[config.mk]
export PLATFORM = sky130hd
export DESIGN_NAME = burst_dma_writer
export DESIGN_NICKNAME = d
export VERILOG_FILES = /design/src/rtl/dma_pkg.sv /design/src/rtl/sample_fifo.sv /design/src/rtl/burst_ctrl.sv /design/src/rtl/addr_gen.sv /design/src/rtl/burst_dma_writer.sv
export SDC_FILE = /design/constraint.sdc
export NUM_CORES = 2
export LEC_CHECK = 0
export BUFFER_PORTS_ARGS = -buffer_cell sky130_fd_sc_hd__buf_2
export CAP_MARGIN = 30
export CORE_MARGIN = 2
export CORE_UTILIZATION = 55
export DETAILED_ROUTE_END_ITERATION = 10
export GPL_TIMING_DRIVEN = 0
export PLACE_DENSITY_LB_ADDON = 0.3
export SLEW_MARGIN = 0
export SYNTH_ARGS = -nofsm -noshare
export SYNTH_HDL_FRONTEND = slang
export SYNTH_SLANG_ARGS = --single-unit
[constraint.sdc]
create_clock -name clk -period 7.15 [get_ports clk]
set_clock_uncertainty 0.05 [all_clocks]
set_input_delay 1.0725 -clock clk [delete_from_list [all_inputs] [get_ports clk]]
set_output_delay 1.0725 -clock clk [all_outputs]
set_load 0.005 [all_outputs]
[src/rtl/dma_pkg.sv]
package dma_pkg;
  typedef enum logic [1:0] {
    ST_IDLE  = 2'd0,
    ST_REQ   = 2'd1,
    ST_BURST = 2'd2,
    ST_REL   = 2'd3
  } dma_state_e;
endpackage

[src/rtl/sample_fifo.sv]
module sample_fifo #(
  parameter int W     = 32,
  parameter int DEPTH = 64
) (
  input  logic                         clk,
  input  logic                         rst_n,
  input  logic                         push,
  input  logic [W-1:0]                 push_data,
  input  logic                         pop,
  output logic [W-1:0]                 head,
  output logic [$clog2(DEPTH):0]       fill,
  output logic                         full
);
  localparam int PW = $clog2(DEPTH);
  localparam int CW = PW + 1;

  logic [W-1:0]  mem [DEPTH];
  logic [PW-1:0] wr_ptr, rd_ptr;
  logic [CW-1:0] cnt;

  always_ff @(posedge clk) begin
    if (push) mem[wr_ptr] <= push_data;
  end

  always_ff @(posedge clk) begin
    if (!rst_n) begin
      wr_ptr <= '0;
      rd_ptr <= '0;
      cnt    <= '0;
    end else begin
      if (push) wr_ptr <= wr_ptr + 1'b1;
      if (pop)  rd_ptr <= rd_ptr + 1'b1;
      case ({push, pop})
        2'b10:   cnt <= cnt + 1'b1;
        2'b01:   cnt <= cnt - 1'b1;
        default: cnt <= cnt;
      endcase
    end
  end

  assign head = mem[rd_ptr];
  assign fill = cnt;
  assign full = (cnt == CW'(DEPTH));

  AST_NO_OVERFLOW: assert property (@(posedge clk) disable iff (!rst_n)
    push |-> (cnt < CW'(DEPTH)));
  AST_NO_UNDERFLOW: assert property (@(posedge clk) disable iff (!rst_n)
    pop |-> (cnt != '0));
endmodule

[src/rtl/burst_ctrl.sv]
module burst_ctrl
  import dma_pkg::*;
#(
  parameter int DEPTH = 64,
  parameter int WM    = 48
) (
  input  logic                   clk,
  input  logic                   rst_n,
  input  logic [$clog2(DEPTH):0] fill,
  input  logic                   gnt,
  input  logic                   wr_ready,
  output logic                   req,
  output logic                   valid,
  output logic                   last,
  output logic                   accept
);
  localparam int CW = $clog2(DEPTH) + 1;

  dma_state_e    state;
  logic [CW-1:0] remain;

  assign req    = (state == ST_REQ) || (state == ST_BURST);
  assign valid  = (state == ST_BURST);
  assign last   = valid && (remain == CW'(1));
  assign accept = valid && wr_ready;

  always_ff @(posedge clk) begin
    if (!rst_n) begin
      state  <= ST_IDLE;
      remain <= '0;
    end else begin
      case (state)
        ST_IDLE: if (fill >= CW'(WM)) state <= ST_REQ;
        ST_REQ: if (gnt) begin
          state  <= ST_BURST;
          remain <= fill;
        end
        ST_BURST: if (accept) begin
          remain <= remain - 1'b1;
          if (last)      state <= ST_REL;
          else if (!gnt) state <= ST_REQ;
        end
        default: state <= ST_IDLE;
      endcase
    end
  end

  AST_REQ_AT_WATERMARK: assert property (@(posedge clk) disable iff (!rst_n)
    $rose(req) |-> (fill >= CW'(WM)));
  AST_VALID_AFTER_GRANT: assert property (@(posedge clk) disable iff (!rst_n)
    $rose(valid) |-> $past(gnt));
  AST_LAST_WITH_VALID: assert property (@(posedge clk) disable iff (!rst_n)
    last |-> valid);
  AST_RELEASE_QUIET: assert property (@(posedge clk) disable iff (!rst_n)
    (valid && last && wr_ready) |=> (!req && !valid) ##1 (state == ST_IDLE));
endmodule

[src/rtl/addr_gen.sv]
module addr_gen #(
  parameter int AW = 32,
  parameter int LW = 16
) (
  input  logic          clk,
  input  logic          rst_n,
  input  logic          adv,
  input  logic [AW-1:0] base,
  input  logic [LW-1:0] buf_words,
  output logic [AW-1:0] addr
);
  logic [LW-1:0] offset;
  logic [LW:0]   nxt;

  assign nxt = {1'b0, offset} + 1'b1;

  always_ff @(posedge clk) begin
    if (!rst_n)   offset <= '0;
    else if (adv) offset <= (nxt >= {1'b0, buf_words}) ? '0 : nxt[LW-1:0];
  end

  assign addr = base + (AW'(offset) << 2);

  AST_OFFSET_IN_RING: assert property (@(posedge clk) disable iff (!rst_n)
    (buf_words != '0 && $past(buf_words) == buf_words) |-> (offset < buf_words));
endmodule

[src/rtl/burst_dma_writer.sv]
module burst_dma_writer #(
  parameter int DW    = 32,
  parameter int AW    = 32,
  parameter int LW    = 16,
  parameter int DEPTH = 64
) (
  input  logic          clk,
  input  logic          rst_n,
  input  logic          in_valid,
  output logic          in_ready,
  input  logic [DW-1:0] in_data,
  input  logic [AW-1:0] base_addr,
  input  logic [LW-1:0] buf_words,
  output logic          bus_req,
  input  logic          bus_gnt,
  output logic [AW-1:0] wr_addr,
  output logic [DW-1:0] wr_data,
  output logic          wr_valid,
  output logic          wr_last,
  input  logic          wr_ready
);
  localparam int WM = (DEPTH * 3) / 4;
  localparam int CW = $clog2(DEPTH) + 1;

  logic          push, full, accept;
  logic [CW-1:0] fill;

  assign in_ready = !full;
  assign push     = in_valid && in_ready;

  sample_fifo #(.W(DW), .DEPTH(DEPTH)) u_fifo (
    .clk(clk), .rst_n(rst_n), .push(push), .push_data(in_data),
    .pop(accept), .head(wr_data), .fill(fill), .full(full)
  );

  burst_ctrl #(.DEPTH(DEPTH), .WM(WM)) u_ctrl (
    .clk(clk), .rst_n(rst_n), .fill(fill), .gnt(bus_gnt), .wr_ready(wr_ready),
    .req(bus_req), .valid(wr_valid), .last(wr_last), .accept(accept)
  );

  addr_gen #(.AW(AW), .LW(LW)) u_addr (
    .clk(clk), .rst_n(rst_n), .adv(accept), .base(base_addr),
    .buf_words(buf_words), .addr(wr_addr)
  );

  AST_HOLD_ON_STALL: assert property (@(posedge clk) disable iff (!rst_n)
    (wr_valid && !wr_ready && $stable(base_addr)) |=>
      (wr_valid && $stable(wr_addr) && $stable(wr_data)));
  AST_READY_WHEN_ROOM: assert property (@(posedge clk) disable iff (!rst_n)
    (fill < CW'(DEPTH)) |-> in_ready);
endmodule

==> impl_metrics.yaml <==
status:
  outcome: "finished clean"
clocking:
  postCtsHoldBufs: 0
  numCtsBuffers: 200
  clock_path_buffers: 3
  cts_resized: 0
  cts_root_buffer: "clkbuf_16"
  cts.sinks: 2098
  clk_latency_ps: 830
  path_clk_slew_ps: 60
  post-cts-setup-buffer-count: 0
  h-tree-depth: 4
  cts_tree: "yes"
cells_and_area:
  area_growth_pct: 15.4
  final_cell_area_sq_um: 94500
  most-common-layout-cells: "2048 x edfxtp_1, 586 x mux4_2, 220 x buf_2"
  multi_input_area_sq_um: 18900
  finish.utilization_pct: 63.9
  drive_gt1_share_pct: 30.3
  seq_area_sq_um: 62500
  layout_commonest_cell: "edfxtp_1"
  n_fill_cell: 9468
  fin_nets: 4305
timing:
  rsz0062_at_grt: "no"
  slew_headroom_pct: 28.9
  worst_pin_slew_ps: 1060
  tns_ps: 0
  slew_violations: 0
  min_period_over_period_pct: 88.0
  report.final.setup_viol: 0
  hold_viol: 0
  period_minus_slack_ps: 6290
  fmax_ghz: 0.159
worst_setup_path:
  crit_type: "flop to output port"
  end_kind: "output port"
  worstSetupStartpointType: "flop"
  cp.arrival_ps: 5170
  required_ps: 6030
  worstPathMaxFanout: 10
route:
  dr.first_iter.drc_count: 7176
  firstDrtPassIters: 6
  drc: 0
  finalWirelength_mm: 231
  vias_per_cell: 6.88
  via_count: 43102
  ant_nets: 0
  wire_per_inst_um: 36.9
grt:
  antenna_found_initial: 18
  grt_util_all_layers_pct: 30.5
  grt_pass1_wl_mm: 319
  grt_pass1_vias: 42015
  grt_overflow_total: 0
  grt_max_degree: 65
die:
  chipWidth_um: 390
  die_y_um: 390
  ios: 153
  rows: 141
  dieArea_sq_um: 152000
  core-area_sq_um: 148000
  start_util_pct: 55.4
logic_synthesis:
  synth-seq-cells: 2098
  syn_avg_cell_area_sq_um: 22.2
  syn_nets: 3820
  yosysTopAreaCell: "edfxtp_1"
  synthArstFlopShare_pct: 0
  yosys_warnings: 0
  synth_edf_count: 2048
  synthFlopType: "edfxtp_1"
  synth.yosys.seq_area_share_pct: 76.3
  synth_area_sq_um: 81900
  yosys.cell_types.count: 59
  syn_inst: 3687
  synth_area_leaders: "edfxtp_1 75%, mux4_2 16%, dfxtp_1 1.2%, mux2i_1 1.0%, nor2_1 0.71%"
  synth.top_cell.area_share_pct: 75.1
pwr:
  powerDensity_nw_per_um2: 276
  internal_power_w: 0.0202
  peakVddDrop_mv: 0.285
  pwr-share-seq_pct: 52.2
  total_power_w: 0.0261
  p_leak_nw: 29.1
  p_sw_w: 0.00592
  comb_power_share_pct: 8.4
  p_clk_share_pct: 39.4
  switching_share_pct: 22.7
flow_run:
  max-cap-violations: 0
placed_design:
  gp_congestion: 0.879
  place_area_sq_um: 88000
  port_buffers: 150
  hpwl_mm: 149
min_path:
  hold_path_class: "flop to flop"
## kinds of logic (layout without fill, tap and decap cells)
group | after synthesis | count (layout) | share of synthesized area, %
multiplexers | 669 | 669 | 17.1
adder cells (fa/ha/maj) | 48 | 48 | 0.751
flip-flops | 2098 | 2098 | 76.3
AND/OR/NAND/NOR | 349 | 349 | 2.02
other | 0 | 7 | 0
buffers and inverters | 228 | 871 | 1.28
AO/OA/AOI/OAI | 243 | 243 | 1.98
XOR/XNOR | 52 | 52 | 0.556
## layer usage
| layer | vias to the layer above | part of all wire (%) | global-route usage (%) |
|---|---|---|---|
| met5 | - | 0.035 | 0 |
| met4 | 12 | 4.9 | 13.6 |
| met3 | 632 | 13 | 7.94 |
| met2 | 3439 | 47 | 47.3 |
| met1 | 22435 | 35 | 41.5 |
| li1 | 16584 | - | - |
## path summary, 6_finish.rpt
check                        to  depth (start not counted)              from  slack (ps)
max                  wr_data[1]                          9              flop         860
min reg2reg    u_ctrl.remain[1]                          2  u_ctrl.remain[1]         470
min            u_ctrl.remain[1]                          2  u_ctrl.remain[1]         470
max reg2reg  u_fifo.mem[18][10]                          9    u_fifo.fill[5]        2620
## flip-flops by register name (all words and copies together), names as in the netlist, named ones only
name	flops
u_addr.offset	16
u_ctrl.state	2
u_fifo.wr_ptr	6
u_fifo.fill	7
u_ctrl.remain	7
u_fifo.rd_ptr	6
u_fifo.mem	2048
## power groups by stage
stage               combinational [W]  clock, W  sequential [W]
floorplan                     0.00125         0          0.0139
global placement              0.00205         0          0.0139
detailed placement            0.00216         0          0.0139
CTS                           0.00218    0.0103          0.0136
global route                  0.00232    0.0108          0.0136
finish                        0.00220    0.0103          0.0136
## per-stage QoR
| stage | setup slack, ps | instances | hold slack (ps) |
|---|---|---|---|
| floorplan | 3030 | 3687 | 417 |
| global placement | 418 | 5767 | 445 |
| detailed placement | 1990 | 5884 | 452 |
| CTS | 1040 | 6244 | 464 |
| global route | 910 | 6262 | 487 |
| finish | 856 | 6267 | 465 |
## worst max-delay path: stages, from the launching register on
cell	delay [ps]
dfxtp_1	360
buf_2	400
buf_2	460
clkbuf_1	700
mux4_2	360
mux2i_1	120
o211ai_1	830
o22ai_1	420
nor2_1	460
buf_2	200
## layout make-up
class                           count  area share (%)
Antenna cell                        7          0.0185
Buffer                            186           0.938
Clock buffer                      249            5.58
Clock inverter                    111            1.04
Inverter                           42           0.167
Multi-Input combinational cell   1361            19.9
Sequential cell                  2098            66.1
Tap cell                         1930            2.55
Timing Repair Buffer              283            3.64
## cell usage after synthesis, types with 20 or more instances
| cell | instances |
|---|---|
| a21oi_1 | 39 |
| a22oi_1 | 36 |
| buf_2 | 70 |
| clkbuf_1 | 85 |
| dfxtp_1 | 50 |
| edfxtp_1 | 2048 |
| ha_1 | 46 |
| inv_1 | 40 |
| mux2i_1 | 83 |
| mux4_2 | 586 |
| nand2_1 | 47 |
| nand2b_1 | 32 |
| nand3_1 | 40 |
| nor2_1 | 154 |
| o211ai_1 | 22 |
| o21ai_0 | 20 |
| o22ai_1 | 58 |
| xnor2_1 | 31 |
| xor2_1 | 21 |
Power figures use the tool's default switching activity.
